--- config.mk ---
export PLATFORM = sky130hd
export DESIGN_NAME = pfr_tracker
export DESIGN_NICKNAME = d
export VERILOG_FILES = /design/src/rtl/pfr_pkg.sv /design/src/rtl/pfr_lookup.sv /design/src/rtl/pfr_victim.sv /design/src/rtl/pfr_tracker.sv
export SDC_FILE = /design/constraint.sdc
export NUM_CORES = 1
export LEC_CHECK = 0
export BUFFER_PORTS_ARGS = -buffer_cell sky130_fd_sc_hd__buf_2
export CAP_MARGIN = 0
export CORE_MARGIN = 2
export CORE_UTILIZATION = 40
export CTS_CLUSTER_DIAMETER = 30
export DETAILED_ROUTE_END_ITERATION = 16
export GPL_TIMING_DRIVEN = 0
export REMOVE_ABC_BUFFERS = 1
export SYNTH_ARGS = -nofsm -noshare
export SYNTH_HDL_FRONTEND = slang
export SYNTH_SLANG_ARGS = --single-unit
--- constraint.sdc ---
create_clock -name clk_i -period 8.2 [get_ports clk_i]
set_input_delay 1.64 -clock clk_i [delete_from_list [all_inputs] [get_ports clk_i]]
set_output_delay 1.64 -clock clk_i [all_outputs]
set_load 0.05 [all_outputs]
--- src/rtl/pfr_pkg.sv ---
package pfr_pkg;
    typedef enum logic [1:0] {
        POL_FIFO     = 2'd0,
        POL_LRU      = 2'd1,
        POL_LFU      = 2'd2,
        POL_FIFO_ALT = 2'd3
    } policy_e;
endpackage

--- src/rtl/pfr_lookup.sv ---
// Associative match of the incoming tag against all resident frames, plus
// a lowest-index search for an empty frame.
module pfr_lookup #(
    parameter int N_FRAMES = 3,
    parameter int TAG_W    = 8,
    parameter int IDX_W    = 2
) (
    input  logic                           clk_i,
    input  logic                           rst_ni,
    input  logic [N_FRAMES-1:0]            valid_i,
    input  logic [N_FRAMES-1:0][TAG_W-1:0] tag_i,
    input  logic [TAG_W-1:0]               ref_tag_i,
    output logic                           hit_o,
    output logic [IDX_W-1:0]               hit_idx_o,
    output logic                           free_o,
    output logic [IDX_W-1:0]               free_idx_o
);
    logic [N_FRAMES-1:0] hit_vec;

    for (genvar g = 0; g < N_FRAMES; g++) begin : g_cmp
        assign hit_vec[g] = valid_i[g] && (tag_i[g] == ref_tag_i);
    end

    always_comb begin
        hit_idx_o  = '0;
        free_idx_o = '0;
        for (int i = N_FRAMES - 1; i >= 0; i--) begin
            if (hit_vec[i])  hit_idx_o  = IDX_W'(i);
            if (!valid_i[i]) free_idx_o = IDX_W'(i);
        end
    end

    assign hit_o  = |hit_vec;
    assign free_o = ~&valid_i;


    unique_hit_chk: assert property (@(posedge clk_i) disable iff (!rst_ni)
        $onehot0(hit_vec));
endmodule

--- src/rtl/pfr_victim.sv ---
// Victim choice for a full pool: oldest rank for FIFO/LRU, smallest count
// (lowest index on ties) for LFU.
module pfr_victim #(
    parameter int N_FRAMES = 3,
    parameter int IDX_W    = 2,
    parameter int CNT_W    = 4
) (
    input  pfr_pkg::policy_e               policy_i,
    input  logic [N_FRAMES-1:0][IDX_W-1:0] rank_i,
    input  logic [N_FRAMES-1:0][CNT_W-1:0] uses_i,
    output logic [IDX_W-1:0]               victim_o
);
    localparam logic [IDX_W-1:0] OLDEST = IDX_W'(N_FRAMES - 1);

    logic [IDX_W-1:0] old_idx;
    logic [IDX_W-1:0] min_idx;
    logic [CNT_W-1:0] min_cnt;

    always_comb begin
        old_idx = '0;
        min_idx = '0;
        min_cnt = uses_i[0];
        for (int i = 0; i < N_FRAMES; i++) begin
            if (rank_i[i] == OLDEST) old_idx = IDX_W'(i);
            if (uses_i[i] < min_cnt) begin
                min_cnt = uses_i[i];
                min_idx = IDX_W'(i);
            end
        end
        victim_o = (policy_i == pfr_pkg::POL_LFU) ? min_idx : old_idx;
    end
endmodule

--- src/rtl/pfr_tracker.sv ---
module pfr_tracker #(
    parameter int N_FRAMES = 3,
    parameter int TAG_W    = 8,
    parameter int CNT_W    = 4,
    parameter int FAULT_W  = 16
) (
    input  logic                          clk_i,
    input  logic                          rst_ni,
    input  logic [1:0]                    policy_i,
    input  logic                          ref_valid_i,
    output logic                          ref_ready_o,
    input  logic [TAG_W-1:0]              ref_tag_i,
    output logic                          res_valid_o,
    output logic                          res_hit_o,
    output logic [$clog2(N_FRAMES)-1:0]   res_frame_o,
    output logic [FAULT_W-1:0]            fault_count_o
);
    localparam int IDX_W = $clog2(N_FRAMES);
    localparam logic [FAULT_W-1:0] FAULT_MAX = '1;
    localparam logic [CNT_W-1:0]   USE_MAX   = '1;

    typedef struct packed {
        logic [N_FRAMES-1:0]            valid;
        logic [N_FRAMES-1:0][TAG_W-1:0] tag;
        logic [N_FRAMES-1:0][IDX_W-1:0] rank;
        logic [N_FRAMES-1:0][CNT_W-1:0] uses;
        logic [FAULT_W-1:0]             faults;
        logic                           ready;
        logic                           res_valid;
        logic                           res_hit;
        logic [IDX_W-1:0]               res_frame;
    } state_t;

    state_t state_q, state_d;

    pfr_pkg::policy_e policy;
    logic             hit, free;
    logic [IDX_W-1:0] hit_idx, free_idx, victim_idx, tgt;
    logic [IDX_W:0]   old_rank;
    logic             accept, touch;

    assign policy = pfr_pkg::policy_e'(policy_i);
    assign accept = ref_valid_i && state_q.ready;

    pfr_lookup #(.N_FRAMES(N_FRAMES), .TAG_W(TAG_W), .IDX_W(IDX_W)) i_lookup (
        .clk_i      (clk_i),
        .rst_ni     (rst_ni),
        .valid_i    (state_q.valid),
        .tag_i      (state_q.tag),
        .ref_tag_i  (ref_tag_i),
        .hit_o      (hit),
        .hit_idx_o  (hit_idx),
        .free_o     (free),
        .free_idx_o (free_idx)
    );

    pfr_victim #(.N_FRAMES(N_FRAMES), .IDX_W(IDX_W), .CNT_W(CNT_W)) i_victim (
        .policy_i (policy),
        .rank_i   (state_q.rank),
        .uses_i   (state_q.uses),
        .victim_o (victim_idx)
    );

    always_comb begin
        state_d           = state_q;
        state_d.ready     = 1'b1;
        state_d.res_valid = accept;
        tgt      = hit ? hit_idx : (free ? free_idx : victim_idx);
        touch    = !hit || (policy == pfr_pkg::POL_LRU);
        // An empty frame counts as older than every resident one.
        old_rank = (!hit && !state_q.valid[tgt]) ? (IDX_W+1)'(N_FRAMES)
                                                 : {1'b0, state_q.rank[tgt]};
        if (accept) begin
            state_d.res_hit   = hit;
            state_d.res_frame = tgt;
            if (hit) begin
                if (state_q.uses[tgt] != USE_MAX)
                    state_d.uses[tgt] = state_q.uses[tgt] + 1'b1;
            end else begin
                if (state_q.faults != FAULT_MAX)
                    state_d.faults = state_q.faults + 1'b1;
                state_d.valid[tgt] = 1'b1;
                state_d.tag[tgt]   = ref_tag_i;
                state_d.uses[tgt]  = CNT_W'(1);
            end
            if (touch) begin
                for (int i = 0; i < N_FRAMES; i++) begin
                    if (IDX_W'(i) != tgt && state_q.valid[i] &&
                        ({1'b0, state_q.rank[i]} < old_rank))
                        state_d.rank[i] = state_q.rank[i] + 1'b1;
                end
                state_d.rank[tgt] = '0;
            end
        end
    end

    always_ff @(posedge clk_i) begin
        if (!rst_ni) state_q <= '0;
        else         state_q <= state_d;
    end

    assign ref_ready_o   = state_q.ready;
    assign res_valid_o   = state_q.res_valid;
    assign res_hit_o     = state_q.res_hit;
    assign res_frame_o   = state_q.res_frame;
    assign fault_count_o = state_q.faults;


    result_follows_chk: assert property (@(posedge clk_i) disable iff (!rst_ni)
        (ref_valid_i && ref_ready_o) |=> res_valid_o);

    idle_no_result_chk: assert property (@(posedge clk_i) disable iff (!rst_ni)
        !(ref_valid_i && ref_ready_o) |=> !res_valid_o);

    hit_count_hold_chk: assert property (@(posedge clk_i) disable iff (!rst_ni)
        (res_valid_o && res_hit_o) |-> $stable(fault_count_o));

    miss_count_step_chk: assert property (@(posedge clk_i) disable iff (!rst_ni)
        (res_valid_o && !res_hit_o && $past(fault_count_o) != FAULT_MAX)
        |-> fault_count_o == $past(fault_count_o) + 1'b1);

    frame_range_chk: assert property (@(posedge clk_i) disable iff (!rst_ni)
        res_valid_o |-> ({1'b0, res_frame_o} < (IDX_W+1)'(N_FRAMES)));
endmodule

==> metrics.yaml <==
slew_headroom: 0.430
cts-root-to-sink-buffers: 2
max_capacitance_violation_count: 0
floorplan.initialDensity: 0.416
antenna_violations_before_repair: 0
fin_skew_ns: 0.00955
most_common_cell_after_layout_fill_and_taps_aside: "sky130_fd_sc_hd__dfxtp_1"
clock-root-buffer: "sky130_fd_sc_hd__clkbuf_8"
insertion_delay_ns: 0.35
via_per_inst: 5.60
drtAntennaViolNets: 0
drc: 0
switching_share: 0.259
ff_latch_area_sq_um: 1320
yosys.area.top_type_share: 0.362
run_status: "complete, no violations"
share_clk_of_total_power: 0.432
final.period_utilization: 0.580
min_period_ns: 4.76
fmax_mhz: 210
setup.worst_path.class: "reg2reg"
synth-warning-count: 0
timing.final.ws_setup_ns: 3.44
cts_setup_buffers: 0
design.portCount: 34
netlist_top_cells_area: "sky130_fd_sc_hd__dfxtp_1 (36%), sky130_fd_sc_hd__mux2i_1 (6.3%), sky130_fd_sc_hd__nor2_1 (5.6%)"
max-vdd-ir-drop_mv: 0.107
synth_area_sq_um: 3650
detailedPlacementHpwl_mm: 6.19
tritoncts: "yes"
syn-instance-count: 436
power_density_over_cell_area_nw_per_um2: 171
tns_ns: 0
drive_gt1_frac: 0.131
top_ff_cell_synth: "sky130_fd_sc_hd__dfxtp_1"
postCtsHoldBufs: 0
grt_remaining_overflow: 0
type_of_the_most_critical_hold_path: "reg2reg"
num_rows: 34
grt_setup_unrepaired: "no"
design.die.area_sq_um: 9900
route.vias.total: 3217
clock_sinks: 66
place_congestion: 0.865
capturing_element_type_of_the_critical_path: "flop"
final_cell_mix: "sky130_fd_sc_hd__dfxtp_1 (66), sky130_fd_sc_hd__nor2_1 (54), sky130_fd_sc_hd__nand2_1 (39), sky130_fd_sc_hd__buf_2 (33), sky130_fd_sc_hd__a21oi_1 (24)"
layout.filler_cells: 852
diodes: 0
ys_ff_latch: 66
grt_use_total: 0.178
number_of_setup_violations_in_the_final_report: 0
cts.repair.resized: 0
synthArstFlopShare: 0
static-leakage-power_uw: 0.00150
seq_power_share: 0.471
die-width_um: 99.5
finalNetCount: 485
buffer_ports.inserted: 33
synth.lib_cells_used.distinct: 62
total_area_of_multi_input_combinational_cells_sq_um: 2190
finalMaxSlewViolations: 0
layout-area-overhead-vs-synth_pct: 12.4
internal_uw: 521
drt_pre_antenna_iters: 5
grt_pass1_wl_mm: 14.2
largest_net_degree_at_the_start_of_global_routing: 49
initialDrtViolationCount: 149
share_comb_of_total_power: 0.097
avgSynthCellArea_sq_um: 8.37
clock_tree.htree_level_count: 3
report.final.hold_viol_count: 0
power.switching_uw: 182
tightest_slew_ns: 0.852
synth_seq_area_share: 0.362
cp.required_ns: 8.44
post_synth_edffs: 0
die_h_um: 99.5
final.hold.worst_slack_ns: 0.454
dpl_worst_slack_ns: 2.97
clk_pin_slew_worst_paths_ns: 0.08
drt_wl_total_mm: 8.62
worst_setup_path_start_kind: "flop"
synthDominantAreaCellType: "sky130_fd_sc_hd__dfxtp_1"
cts_inserted_buffers: 9
detail_route.wl_per_cell_um: 15.0
fp.coreArea_sq_um: 8760
arrival_time_of_the_worst_setup_path_ns: 5.00
first_global_vias: 2972
max_fanout_on_critical_path: 9
==> registers in the layout, summed over array words and instances, names as in the netlist <==
register and cells:
fault_count_o 16, ref_ready_o 1, res_hit_o 1, state_q 45
res_frame_o 2, res_valid_o 1
==> stage by stage <==
stage	utilization	std cells	cell area [sq um]	total power [uW]
after CTS	0.467	574	4090	709
after floorplan	-	416	3550	383
after detailed placement	0.442	558	3870	406
final	0.468	574	4100	703
after global placement	0.440	557	3850	404
after global routing	0.468	574	4100	730
==> cells by family after synthesis <==
group / count (synthesis) / share of synthesized area
AND/OR/NAND/NOR: 173 / 0.230
AO/OA/AOI/OAI: 89 / 0.170
flip-flops: 66 / 0.362
XOR/XNOR: 39 / 0.0936
buffers and inverters: 34 / 0.0408
multiplexers: 23 / 0.0631
adder cells (fa/ha/maj): 12 / 0.0405
==> layout make-up <==
| class | count | share of cell area |
|---|---|---|
| multi-input combinational | 336 | 0.533 |
| sequential | 66 | 0.322 |
| timing repair buffer | 34 | 0.0452 |
| tap | 108 | 0.0330 |
| clock buffer | 10 | 0.0311 |
| clock inverter | 6 | 0.0223 |
| inverter | 14 | 0.0128 |
==> power groups by stage <==
stage	clock network, uW	registers, uW	logic, uW
final	304	331	68.0
after global routing	323	332	75.0
after CTS	310	331	67.7
after detailed placement	0	339	67.4
after global placement	0	338	65.8
after floorplan	0	343	40.2
==> synth_stat cells, types with 2 or more instances <==
master,count
sky130_fd_sc_hd__ha_1,11
sky130_fd_sc_hd__nand3b_1,3
sky130_fd_sc_hd__dfxtp_1,66
sky130_fd_sc_hd__clkbuf_1,8
sky130_fd_sc_hd__a211o_1,2
sky130_fd_sc_hd__nor2_2,2
sky130_fd_sc_hd__a311oi_1,3
sky130_fd_sc_hd__a21oi_1,24
sky130_fd_sc_hd__a31oi_1,4
sky130_fd_sc_hd__o21ai_0,6
sky130_fd_sc_hd__nand3_1,22
sky130_fd_sc_hd__a31o_1,2
sky130_fd_sc_hd__o22ai_1,4
sky130_fd_sc_hd__or3_1,4
sky130_fd_sc_hd__a211oi_1,6
sky130_fd_sc_hd__a31oi_2,2
sky130_fd_sc_hd__xnor2_1,19
sky130_fd_sc_hd__nand4b_1,2
sky130_fd_sc_hd__nand2_1,39
sky130_fd_sc_hd__nand4_1,10
sky130_fd_sc_hd__o21a_1,2
sky130_fd_sc_hd__nor2_1,54
sky130_fd_sc_hd__xor2_1,20
sky130_fd_sc_hd__nor4_1,5
sky130_fd_sc_hd__nor3_1,13
sky130_fd_sc_hd__o211ai_1,3
sky130_fd_sc_hd__o21ai_1,9
sky130_fd_sc_hd__nand2b_1,6
sky130_fd_sc_hd__inv_1,13
sky130_fd_sc_hd__and3_1,3
sky130_fd_sc_hd__a21o_1,6
sky130_fd_sc_hd__buf_2,11
sky130_fd_sc_hd__mux2i_1,23
==> layer usage <==
| layer | share of wire | GRT usage |
|---|---|---|
| met2 | 0.45 | 0.279 |
| met1 | 0.47 | 0.247 |
| met5 | 0 | 0 |
| met4 | 0.019 | 0.0590 |
| met3 | 0.056 | 0.0358 |
==> final timing paths <==
path                        from             end  slack, ns  cells after the start
setup / recovery     state_q[24]     state_q[21]       3.44                     17
hold / removal    res_frame_o[0]  res_frame_o[0]       0.45                      2
setup reg to reg     state_q[24]     state_q[21]       3.44                     17
hold reg to reg   res_frame_o[0]  res_frame_o[0]       0.45                      2
==> worst max-delay path, stage by stage, from the launching register on <==
cell and delay (ns):
sky130_fd_sc_hd__dfxtp_1 0.39, sky130_fd_sc_hd__inv_1 0.06, sky130_fd_sc_hd__ha_1 0.32, sky130_fd_sc_hd__a21oi_1 0.30, sky130_fd_sc_hd__o21a_1 0.24, sky130_fd_sc_hd__nor2_1 0.05, sky130_fd_sc_hd__a21oi_1 0.15, sky130_fd_sc_hd__ha_1 0.27
sky130_fd_sc_hd__a2111oi_0 0.58, sky130_fd_sc_hd__o32a_1 0.29, sky130_fd_sc_hd__o21a_1 0.42, sky130_fd_sc_hd__a31oi_4 0.23, sky130_fd_sc_hd__o221a_2 0.35, sky130_fd_sc_hd__ha_1 0.22, sky130_fd_sc_hd__and2_1 0.19, sky130_fd_sc_hd__a31oi_2 0.33
sky130_fd_sc_hd__and3_1 0.21, sky130_fd_sc_hd__nor3_1 0.04
Note: power is estimated with default switching activity, not from simulation.
